## src/rtl/cpuPkg.sv

```systemverilog
package cpuPkg;
  localparam int DW = 16;
  localparam int AW = 12;

  typedef enum logic [2:0] {
    OP_LDA = 3'd0, OP_JMP = 3'd1, OP_ADD = 3'd2, OP_JSR = 3'd3,
    OP_AND = 3'd4, OP_STA = 3'd5, OP_IAS = 3'd6, OP_OPR = 3'd7
  } opcode_e;

  typedef enum logic [3:0] {
    SUB_SHIFT = 4'h0, SUB_CLR = 4'h1, SUB_NEG = 4'h2, SUB_SKZ = 4'h4,
    SUB_SKNZ = 4'h5, SUB_SKNOV = 4'h6, SUB_SKBIT = 4'h7, SUB_MASK = 4'h8,
    SUB_HALT = 4'h9, SUB_UNMASK = 4'hA, SUB_IRET = 4'hB, SUB_OUT = 4'hD,
    SUB_IN = 4'hE
  } subop_e;

  typedef enum logic [3:0] {
    AC_HOLD, AC_LOAD, AC_ADD, AC_AND, AC_INC, AC_CLR, AC_ZERO,
    AC_NEG, AC_SHL, AC_ROL, AC_IN, AC_RESTORE
  } acop_e;

  typedef enum logic [1:0] {WR_AC, WR_PC, WR_INC} wrsel_e;

  typedef struct packed {
    logic   irLoad;
    logic   maFromRd;
    logic   pcInc;
    logic   pcFromMa;
    logic   pcFromMaNext;
    logic   pcVector;
    logic   pcRestore;
    logic   saveShadow;
    logic   addrFromPc;
    acop_e  acOp;
    wrsel_e wrSel;
  } ctl_t;
endpackage

```

## src/rtl/cpuDatapath.sv

```systemverilog
module cpuDatapath import cpuPkg::*; #(
  parameter logic [AW-1:0] RESET_PC = '0,
  parameter logic [AW-1:0] IRQ_VEC  = 12'h002
) (
  input  logic          clk,
  input  logic          rst,
  input  ctl_t          ctl,
  input  logic [DW-1:0] memRdData,
  input  logic [DW-1:0] ioInData,
  output logic [DW-1:0] ir,
  output logic [AW-1:0] memAddr,
  output logic [DW-1:0] memWrData,
  output logic [DW-1:0] acOut,
  output logic          acZero,
  output logic          ovfOut,
  output logic          acBit
);
  logic [AW-1:0] pc, ma, shPc;
  logic [DW-1:0] ac, shAc;
  logic          ovf, shOvf;

  logic [DW-1:0] sum, incVal, shl, rol;
  logic          addOvf, incOvf;
  logic [3:0]    sh, bitIdx;

  assign sh     = ir[3:0];
  assign bitIdx = 4'(DW - 1) - ir[3:0];
  assign sum    = ac + memRdData;
  assign incVal = memRdData + 1'b1;
  assign addOvf = (ac[DW-1] == memRdData[DW-1]) && (sum[DW-1] != ac[DW-1]);
  assign incOvf = (memRdData == {1'b0, {(DW-1){1'b1}}});
  assign shl    = ac << sh;
  assign rol    = (ac << sh) | (ac >> (DW - int'(sh)));

  assign memAddr = ctl.addrFromPc ? pc : ma;
  assign acOut   = ac;
  assign acZero  = (ac == '0);
  assign ovfOut  = ovf;
  assign acBit   = ac[bitIdx];

  always_comb begin
    case (ctl.wrSel)
      WR_PC:   memWrData = {{(DW-AW){1'b0}}, pc};
      WR_INC:  memWrData = incVal;
      default: memWrData = ac;
    endcase
  end

  always_ff @(posedge clk) begin
    if (rst) begin
      pc <= RESET_PC; ma <= '0; ac <= '0; ovf <= 1'b0; ir <= '0;
      shPc <= '0; shAc <= '0; shOvf <= 1'b0;
    end else begin
      if (ctl.irLoad)   ir <= memRdData;
      if (ctl.maFromRd) ma <= memRdData[AW-1:0];
      if (ctl.saveShadow) begin
        shPc <= pc; shAc <= ac; shOvf <= ovf;
      end
      if (ctl.pcVector)          pc <= IRQ_VEC;
      else if (ctl.pcRestore)    pc <= shPc;
      else if (ctl.pcFromMa)     pc <= ma;
      else if (ctl.pcFromMaNext) pc <= ma + 1'b1;
      else if (ctl.pcInc)        pc <= pc + 1'b1;
      case (ctl.acOp)
        AC_LOAD:    ac <= memRdData;
        AC_ADD:     begin ac <= sum; ovf <= addOvf; end
        AC_AND:     ac <= ac & memRdData;
        AC_INC:     begin ac <= incVal; ovf <= incOvf; end
        AC_CLR:     begin ac <= '0; ovf <= 1'b0; end
        AC_ZERO:    ac <= '0;
        AC_NEG:     ac <= -ac;
        AC_SHL:     ac <= shl;
        AC_ROL:     ac <= rol;
        AC_IN:      ac <= ioInData;
        AC_RESTORE: begin ac <= shAc; ovf <= shOvf; end
        default:    ;
      endcase
    end
  end
endmodule

```

## src/rtl/cpuCtrl.sv

```systemverilog
module cpuCtrl import cpuPkg::*; (
  input  logic          clk,
  input  logic          rst,
  input  logic [DW-1:0] memRdData,
  input  logic [7:0]    irHi,
  input  logic          acZero,
  input  logic          ovf,
  input  logic          acBit,
  input  logic          irqReq,
  input  logic          runPulse,
  input  logic          stepPulse,
  output ctl_t          ctl,
  output logic          memRdEn,
  output logic          memWrEn,
  output logic          ioOutStrobe,
  output logic          ioInStrobe,
  output logic          halted
);
  typedef enum logic [2:0] {
    S_FETCH, S_DECODE, S_IND1, S_IND2, S_MEM1, S_MEM2, S_OPR, S_HALT
  } state_e;

  state_e state, nextState;
  logic   masked, pending, stepMode;
  logic   irqTake, instrDone, setMask, clrMask;
  opcode_e op;

  assign op      = opcode_e'(irHi[6:4]);
  assign irqTake = (state == S_FETCH) && pending && !masked;
  assign halted  = (state == S_HALT);

  always_comb begin
    ctl = '0;
    memRdEn = 1'b0; memWrEn = 1'b0;
    ioOutStrobe = 1'b0; ioInStrobe = 1'b0;
    nextState = state; instrDone = 1'b0;
    setMask = 1'b0; clrMask = 1'b0;
    case (state)
      S_FETCH: begin
        if (irqTake) begin
          ctl.saveShadow = 1'b1; ctl.pcVector = 1'b1;
        end else begin
          ctl.addrFromPc = 1'b1; memRdEn = 1'b1; nextState = S_DECODE;
        end
      end
      S_DECODE: begin
        ctl.irLoad = 1'b1; ctl.maFromRd = 1'b1; ctl.pcInc = 1'b1;
        if (memRdData[14:12] == OP_OPR) nextState = S_OPR;
        else if (memRdData[15])         nextState = S_IND1;
        else                            nextState = S_MEM1;
      end
      S_IND1: begin
        memRdEn = 1'b1; nextState = S_IND2;
      end
      S_IND2: begin
        ctl.maFromRd = 1'b1;
        nextState = memRdData[15] ? S_IND1 : S_MEM1;
      end
      S_MEM1: begin
        case (op)
          OP_JMP: begin ctl.pcFromMa = 1'b1; instrDone = 1'b1; end
          OP_STA: begin memWrEn = 1'b1; ctl.wrSel = WR_AC; instrDone = 1'b1; end
          OP_JSR: begin
            memWrEn = 1'b1; ctl.wrSel = WR_PC; ctl.pcFromMaNext = 1'b1;
            ctl.acOp = AC_ZERO; instrDone = 1'b1;
          end
          default: begin memRdEn = 1'b1; nextState = S_MEM2; end
        endcase
      end
      S_MEM2: begin
        instrDone = 1'b1;
        case (op)
          OP_LDA: ctl.acOp = AC_LOAD;
          OP_ADD: ctl.acOp = AC_ADD;
          OP_AND: ctl.acOp = AC_AND;
          OP_IAS: begin
            ctl.acOp = AC_INC; memWrEn = 1'b1; ctl.wrSel = WR_INC;
            ctl.pcInc = &memRdData;
          end
          default: ;
        endcase
      end
      S_OPR: begin
        instrDone = 1'b1;
        case (subop_e'(irHi[3:0]))
          SUB_SHIFT:  ctl.acOp = irHi[7] ? AC_ROL : AC_SHL;
          SUB_CLR:    ctl.acOp = AC_CLR;
          SUB_NEG:    ctl.acOp = AC_NEG;
          SUB_SKZ:    ctl.pcInc = acZero;
          SUB_SKNZ:   ctl.pcInc = !acZero;
          SUB_SKNOV:  ctl.pcInc = !ovf;
          SUB_SKBIT:  ctl.pcInc = (acBit == irHi[7]);
          SUB_MASK:   setMask = 1'b1;
          SUB_UNMASK: clrMask = 1'b1;
          SUB_IRET: begin
            ctl.acOp = AC_RESTORE; ctl.pcRestore = 1'b1; clrMask = 1'b1;
          end
          SUB_OUT:    ioOutStrobe = 1'b1;
          SUB_IN:     begin ioInStrobe = 1'b1; ctl.acOp = AC_IN; end
          SUB_HALT:   begin instrDone = 1'b0; nextState = S_HALT; end
          default:    ;
        endcase
      end
      S_HALT: begin
        if (runPulse || stepPulse) nextState = S_FETCH;
      end
      default: nextState = S_FETCH;
    endcase
    if (instrDone) nextState = stepMode ? S_HALT : S_FETCH;
  end

  always_ff @(posedge clk) begin
    if (rst) begin
      state <= S_FETCH; masked <= 1'b1; pending <= 1'b0; stepMode <= 1'b0;
    end else begin
      state <= nextState;
      if (irqTake) pending <= irqReq;
      else         pending <= pending | irqReq;
      if (irqTake || setMask) masked <= 1'b1;
      else if (clrMask)       masked <= 1'b0;
      if (state == S_HALT) begin
        if (runPulse)       stepMode <= 1'b0;
        else if (stepPulse) stepMode <= 1'b1;
      end
    end
  end
endmodule

```

## src/rtl/accumCpu.sv

```systemverilog
module accumCpu import cpuPkg::*; #(
  parameter logic [AW-1:0] RESET_PC = '0,
  parameter logic [AW-1:0] IRQ_VEC  = 12'h002
) (
  input  logic          clk,
  input  logic          rst,
  output logic [AW-1:0] memAddr,
  output logic          memRdEn,
  input  logic [DW-1:0] memRdData,
  output logic          memWrEn,
  output logic [DW-1:0] memWrData,
  output logic [3:0]    ioDev,
  output logic [3:0]    ioFunc,
  output logic          ioOutStrobe,
  output logic          ioInStrobe,
  output logic [DW-1:0] ioOutData,
  input  logic [DW-1:0] ioInData,
  input  logic          irqReq,
  input  logic          runPulse,
  input  logic          stepPulse,
  output logic          halted
);
  ctl_t          ctl;
  logic [DW-1:0] ir;
  logic          acZero, ovf, acBit;

  assign ioDev  = ir[7:4];
  assign ioFunc = ir[3:0];

  cpuCtrl u_ctrl (
    .clk(clk), .rst(rst), .memRdData(memRdData), .irHi(ir[15:8]),
    .acZero(acZero), .ovf(ovf), .acBit(acBit), .irqReq(irqReq),
    .runPulse(runPulse), .stepPulse(stepPulse), .ctl(ctl),
    .memRdEn(memRdEn), .memWrEn(memWrEn), .ioOutStrobe(ioOutStrobe),
    .ioInStrobe(ioInStrobe), .halted(halted)
  );

  cpuDatapath #(.RESET_PC(RESET_PC), .IRQ_VEC(IRQ_VEC)) u_dp (
    .clk(clk), .rst(rst), .ctl(ctl), .memRdData(memRdData),
    .ioInData(ioInData), .ir(ir), .memAddr(memAddr),
    .memWrData(memWrData), .acOut(ioOutData), .acZero(acZero),
    .ovfOut(ovf), .acBit(acBit)
  );
endmodule

```

## config.mk

```make
export PLATFORM = sky130hd
export DESIGN_NAME = accumCpu
export DESIGN_NICKNAME = d
export VERILOG_FILES = /design/src/rtl/cpuPkg.sv /design/src/rtl/cpuDatapath.sv /design/src/rtl/cpuCtrl.sv /design/src/rtl/accumCpu.sv
export SDC_FILE = /design/constraint.sdc
export NUM_CORES = 1
export LEC_CHECK = 0
export ABC_AREA = 1
export BUFFER_PORTS_ARGS = -buffer_cell sky130_fd_sc_hd__buf_2
export CAP_MARGIN = 0
export CORE_MARGIN = 2
export CORE_UTILIZATION = 55
export CTS_CLUSTER_SIZE = 20
export DETAILED_ROUTE_END_ITERATION = 6
export PLACE_DENSITY = 0.78
export SYNTH_ARGS = -nofsm -noshare
export SYNTH_HDL_FRONTEND = slang
export SYNTH_SLANG_ARGS = --single-unit
```

## constraint.sdc

```tcl
create_clock -name clk -period 2.6 [get_ports clk]
set_input_delay 0.65 -clock clk [delete_from_list [all_inputs] [get_ports clk]]
set_output_delay 0.65 -clock clk [all_outputs]
set_load 0.1 [all_outputs]
```

Word level (Yosys, flattened, before mapping)
Index checks and enable logic that the tools add are counted.

word-level totals
  register bits = 92
  bits of input ports = 37
  output and inout bits = 57
  word-level logic and storage cells = 162

operators by class
  add/subtract/negate cells = 7
  $lt $le $gt $ge = 1
  equal/unequal tests = 47
  shifts and indexed selects = 2
  mux-type cells = 61
  bitwise operators = 3
  reductions and logical operators = 28

operators by type and width
  cell                     number
  $pmux W16 S10            1
  $mux W12                 5
  $eq A4 B4 Y1 const B     10
  $eq A4 B3 Y1 const B     8
  $pmux W16 S2             1
  $shr A16 B32 Y16         1
  $mux W1                  29
  $mux W3                  9
  $add A12 B1 Y12 const B  2
  $eq A3 B3 Y1 const B     8
  $pmux W3 S7              1
  $pmux W4 S5              1
  $add A16 B1 Y16 const B  1
  $add A16 B16 Y16         1
  $and A16 B16 Y16         1
  $eq A16 B15 Y1 const B   1
  $logic_not A16 Y1        1
  $neg A16 Y16             1
  $or A16 B16 Y16          1
  $reduce_and A16 Y1       1
  $shl A16 B4 Y16          1
  $eq A3 B2 Y1 const B     4
  $eq A4 B2 Y1 const B     3
  $pmux W3 S4              1
  34 further kinds         56

Logic depth before layout (Yosys ltp)
  depth in word-level cells = 11
  mapped depth = 18

Cells and area by module
A second synthesis with hierarchy kept.

second synthesis, totals
  cells, all modules = 1443
  area, all modules = 8339.2 um^2

by module, submodules not included
  module       times used  cells each  area each (um^2)
  cpuDatapath  1           1298        7553.5
  cpuCtrl      1           145         785.8

Worst setup path before layout
Ideal clock, no wire load.

  path type = register to output
  start point = register u_ctrl.state[2]
  end point = output port memWrData[15]
  arrival time = 3.727 ns
  data required time = 1.950 ns
  path slack = -1.777 ns
  stages on the path, launching flop included = 9
  path through = dfxtp_1 > nand3_1 > nor2_2 > inv_1 > ha_1 > inv_1 > clkbuf_1 > clkbuf_1 > o21ai_0

on the way
  word-level cells in the longest chain between the ends = 4
  elaborated cells between the ends (all ways) = 6
  those cells by class = 4 x eq/ne; 2 x mux

ends and longest elaborated chain
  what                                                 line               source
  from (decl)                                          cpuCtrl.sv:23      state_e state, nextState;
  from (signal assigned)                               cpuCtrl.sv:116     state <= nextState;
  $eq A3 B3 Y1                                         cpuCtrl.sv:38      case (state)
  $pmux W2 S2 *                                        cpuCtrl.sv:38
  $eq A2 B2 Y1 / $eq A2 B1 Y1 (equally long branches)  cpuDatapath.sv:42  case (ctl.wrSel)
  $pmux W16 S2 *                                       cpuDatapath.sv:42
  to (decl)                                            accumCpu.sv:11     output logic [DW-1:0] memWrData,

Mark *: on every way between the ends. The rest lies on a longest branch, timed or not.

Worst setup path after layout
  start point = input port memRdData[1]
  end point = output port memWrData[8]

on the way
  word-level cells in the longest chain between the ends = 2

ends and longest elaborated chain
  what             line               source
  from (decl)      accumCpu.sv:9      input logic [DW-1:0] memRdData,
  $add A16 B1 Y16  cpuDatapath.sv:29  assign incVal = memRdData + 1'b1;
  $pmux W16 S2     cpuDatapath.sv:42

No other way between the ends.

==> out/metrics.csv <==
metric,value,unit
status,"complete, but fails checks",
violations,"design-rule violations, negative setup slack",
fmax,0.3471,GHz
layoutNonFillerInstCount,1866,
die-area,16760,um^2
nets,1710,
core_area,15310,um^2
drt_iter0_markers,1634,
tns,-3.634,ns
slowest_delay,0.22,ns
grt_overflow,0,
io_pins,94,
ir_drop,0.7140,mV
drt-vias-per-instance,6.196,
fin_crit_sh,110.8,%
p_leak,5.474,nW
intPower,0.004003,W
hold_violations,0,
rr_startpoint,u_dp.ir[0]$_SDFFE_PP0P_,
synth_edf_count,0,
final_antenna_net_count,0,
design_area,11450,um^2
crit_top_cell,nand2_1,
placed_area,10680,um^2
worst_pin_slew,1.133,ns
drc,17,
crit_path_end_kind,output port,
clockPowerShare,17.0,%
maxSlewViolCount,0,
yosysSeqAreaShare,21.27,%
grt.total_usage,43.41,%
start_kind,primary input,
p_sw,0.004554,W
htreeDepth,3,
fp.dieW,129.5,um
cp_num_cells,10,
wl_per_cell,20.09,um
p_sw_share,53.22,%
cts_hold_buf,0,
path_delay_family,buffers and inverters,
cts_buffer_depth,2,
diodes,0,
setup-violations-final,16,
hpwl,27480,um
ys_async_sr_fraction,0,%
yosysWarningCount,0,
path_buf_inv,3,
fin_worst_skew,0.01012,ns
initial_core_util,56.53,%
required,1.95,ns
hold-path-cell-count,2,
period_minus_slack,2.881,ns
cp_slowest_cell,nor2_1,
synth_seq_cells,92,
cts_tree,yes,
final_core_util,74.80,%
critical_path.cell_chain,buf_2 > ha_1 > nand2_1 > nor2_1 > buf_4 > nand2_1 > xor2_1 > nand2_1 > o211ai_1 > buf_12,
routed_wl,37480,um
syn2layout_area_growth,32.32,%
syn_nets,1542,
grt_max_degree,58,
r2r_slack,0.07,ns
first_pass_iters,7,
grt_pass1_wl,56280,um
syn-cell-area,8657,um^2
pwr-share-comb,61.6,%
clk_pin_slew,0.07,ns
worstPathArrival,2.23,ns
clock_sinks,92,
syn-instance-count,1482,
slew_headroom,24.21,%
power_density,747.0,nW/um^2
cts_root_buf,clkbuf_16,
drive_gt1_share,22.36,%
min-delay-start,u_dp.shAc[13]$_SDFFE_PP0P_,
synth_flop_cell,dfxtp_1,
rr_worst_depth,13,
syn_area_per_cell,5.841,um^2
io_buffer_count,93,
die_height,129.5,um
min_to,u_dp.shAc[13]$_SDFFE_PP0P_,
cp_max_fo,6,
fin_hold_ws,0.4596,ns
num_vias,11560,
clock_latency,0.37,ns
layout_setup_ws,-0.2812,ns
gp_congestion,1.084,
num_rows,45,
setup.worst_path.start,memRdData[1],
maxCapViolations,0,
cts_buffers,9,
pwr-share-seq,21.4,%
antenna_found_initial,0,
grt_setup_unrepaired,yes,
min_path_type,flip-flop to flip-flop,
dpl.cell_count,1836,
r2r-end,u_dp.acOut[7]$_SDFFE_PP0P_,
fillers,1328,
grt_pass1_vias,10510,
worstSetupPathType,primary input to output port,
ys_types,48,
==> area by class of cell <==
type	count	area, um^2	area share, %
clock buffer	9	225.2	1.966
clock inverter	7	82.58	0.7209
inverter	159	620.6	5.418
multi-input combinational	1164	6387	55.76
sequential	92	1856	16.20
tap	211	264.0	2.305
timing repair buffer	224	2019	17.63
==> cell usage after synthesis (2+ instances only) <==
cell      number  area share [%]
inv_2          9            0.39
nand2_1      395              17
o311ai_0       2            0.20
clkinv_1       3            0.13
nand3_1      207              12
a21oi_1       94             5.4
a211oi_1       6            0.52
o221ai_1       5            0.51
dfxtp_1       92              21
nor2_1       125             5.4
nand2_2       12            0.87
nand4_1       27             2.0
nor4_1         4            0.29
o21ai_1       16            0.93
nand2_4        2            0.26
a21o_1         4            0.35
o211ai_1      12             1.0
o21bai_1       5            0.43
clkbuf_1      37             1.6
nand3_2        2            0.23
nor2_2         6            0.43
nor3_2         3            0.35
o21ai_0      112             6.5
o21ai_2        9            0.91
a22oi_1        2            0.17
inv_1        146             6.3
a22o_1        10             1.0
buf_1          4            0.17
buf_4         10            0.87
buf_6          5            0.65
nor3_1         9            0.52
and2_1         2            0.14
xor2_1        20             2.0
a31oi_1        2            0.14
xnor2_1        4            0.40
nand3b_1      19             1.6
or2_2          9            0.65
ha_1          22             3.2
nor2_4         7            0.91
buf_2         14            0.81
==> metal layers <==
| metal | wire (um) | track usage [%] | vias up |
|---|---|---|---|
| li1 | - | - | 5280 |
| met1 | 14680 | 59.03 | 5293 |
| met2 | 16010 | 66.63 | 811 |
| met3 | 4913 | 8.547 | 177 |
| met4 | 1875 | 19.61 | 0 |
| met5 | 0 | 0 | - |
==> worst min-delay path, delay by kind of cell (launching register included) <==
family	cells	cell delay, ns
buffers and inverters	1	0.06
AO/OA/AOI/OAI	1	0.05
flip-flops	1	0.30
==> through the flow <==
step | setup WS (ns) | power (W)
after floorplan | -0.9434 | 0.005255
after global placement | -0.2040 | 0.006713
after detailed placement | -0.2268 | 0.006753
after CTS | -0.1963 | 0.008285
after global routing | -0.3320 | 0.008955
final | -0.2812 | 0.008557
==> timing repair <==
item,in CTS,in global routing
endpoints found under the setup margin,29,42
pin swaps,17,9
setup buffers,7,2
resized for setup,47,23
cloned,2,3
==> power groups by stage <==
stage          Combinational (W)  Clock (W)  Sequential (W)
2_1_floorplan            0.00327          0         0.00199
3_3_place_gp             0.00488          0         0.00184
3_5_place_dp             0.00491          0         0.00184
4_1_cts                  0.00503    0.00144         0.00182
5_1_grt                  0.00562    0.00149         0.00184
6_report                 0.00527    0.00145         0.00183
==> sequential cells by signal, indices dropped and copies added, names as in the netlist <==
signal	cells
u_dp.acOut	16
u_dp.ir	16
u_dp.shAc	16
u_dp.ma	12
u_dp.pc	12
u_dp.shPc	12
u_ctrl.state	3
u_ctrl.masked	1
u_ctrl.pending	1
u_ctrl.stepMode	1
u_dp.ovfOut	1
u_dp.shOvf	1
==> worst max path at each step <==
| stage | endpoint | slack (ns) |
|---|---|---|
| global route | memWrData[8] | -0.33 |
| floorplan | memWrData[10] | -0.94 |
| CTS | memWrData[11] | -0.20 |
| finish | memWrData[8] | -0.28 |
| global placement | memWrData[14] | -0.20 |
| detailed placement | memWrData[15] | -0.23 |
==> cells in the final DEF, fill, tap and decap left out, types with 4 or more instances in the layout <==
| master | instances |
|---|---|
| nand2_4 | 6 |
| o21ai_1 | 18 |
| a21oi_1 | 93 |
| xor2_1 | 19 |
| nor2_1 | 124 |
| o221ai_4 | 5 |
| nand3_2 | 11 |
| nand2_1 | 389 |
| buf_12 | 34 |
| ha_1 | 21 |
| dfxtp_1 | 83 |
| nor2_2 | 4 |
| a21o_1 | 4 |
| nand3b_1 | 19 |
| nor3_2 | 4 |
| nand3_4 | 5 |
| o21ai_0 | 94 |
| inv_2 | 10 |
| or2_2 | 9 |
| nor3_1 | 8 |
| o21ai_4 | 15 |
| nand2_2 | 14 |
| clkbuf_16 | 11 |
| nand4_1 | 27 |
| inv_1 | 140 |
| o21ai_2 | 10 |
| xnor2_1 | 4 |
| nand2_8 | 4 |
| nand3_1 | 193 |
| dfxtp_2 | 8 |
| o211ai_1 | 12 |
| buf_2 | 60 |
| o21bai_1 | 4 |
| nor2_4 | 10 |
| buf_4 | 124 |
| a22o_1 | 10 |
| a211oi_1 | 6 |
==> cells by family (layout without fill, tap and decap cells) <==
| logic type | Yosys count | in the layout | synth area share, % |
|---|---|---|---|
| adder cells (fa/ha/maj) | 23 | 23 | 3.411 |
| AO/OA/AOI/OAI | 281 | 281 | 18.31 |
| AND/OR/NAND/NOR | 833 | 836 | 43.55 |
| buffers and inverters | 229 | 399 | 11.03 |
| flip-flops | 92 | 92 | 21.27 |
| XOR/XNOR | 24 | 24 | 2.428 |
Note: power is estimated with default switching activity, not from simulation.
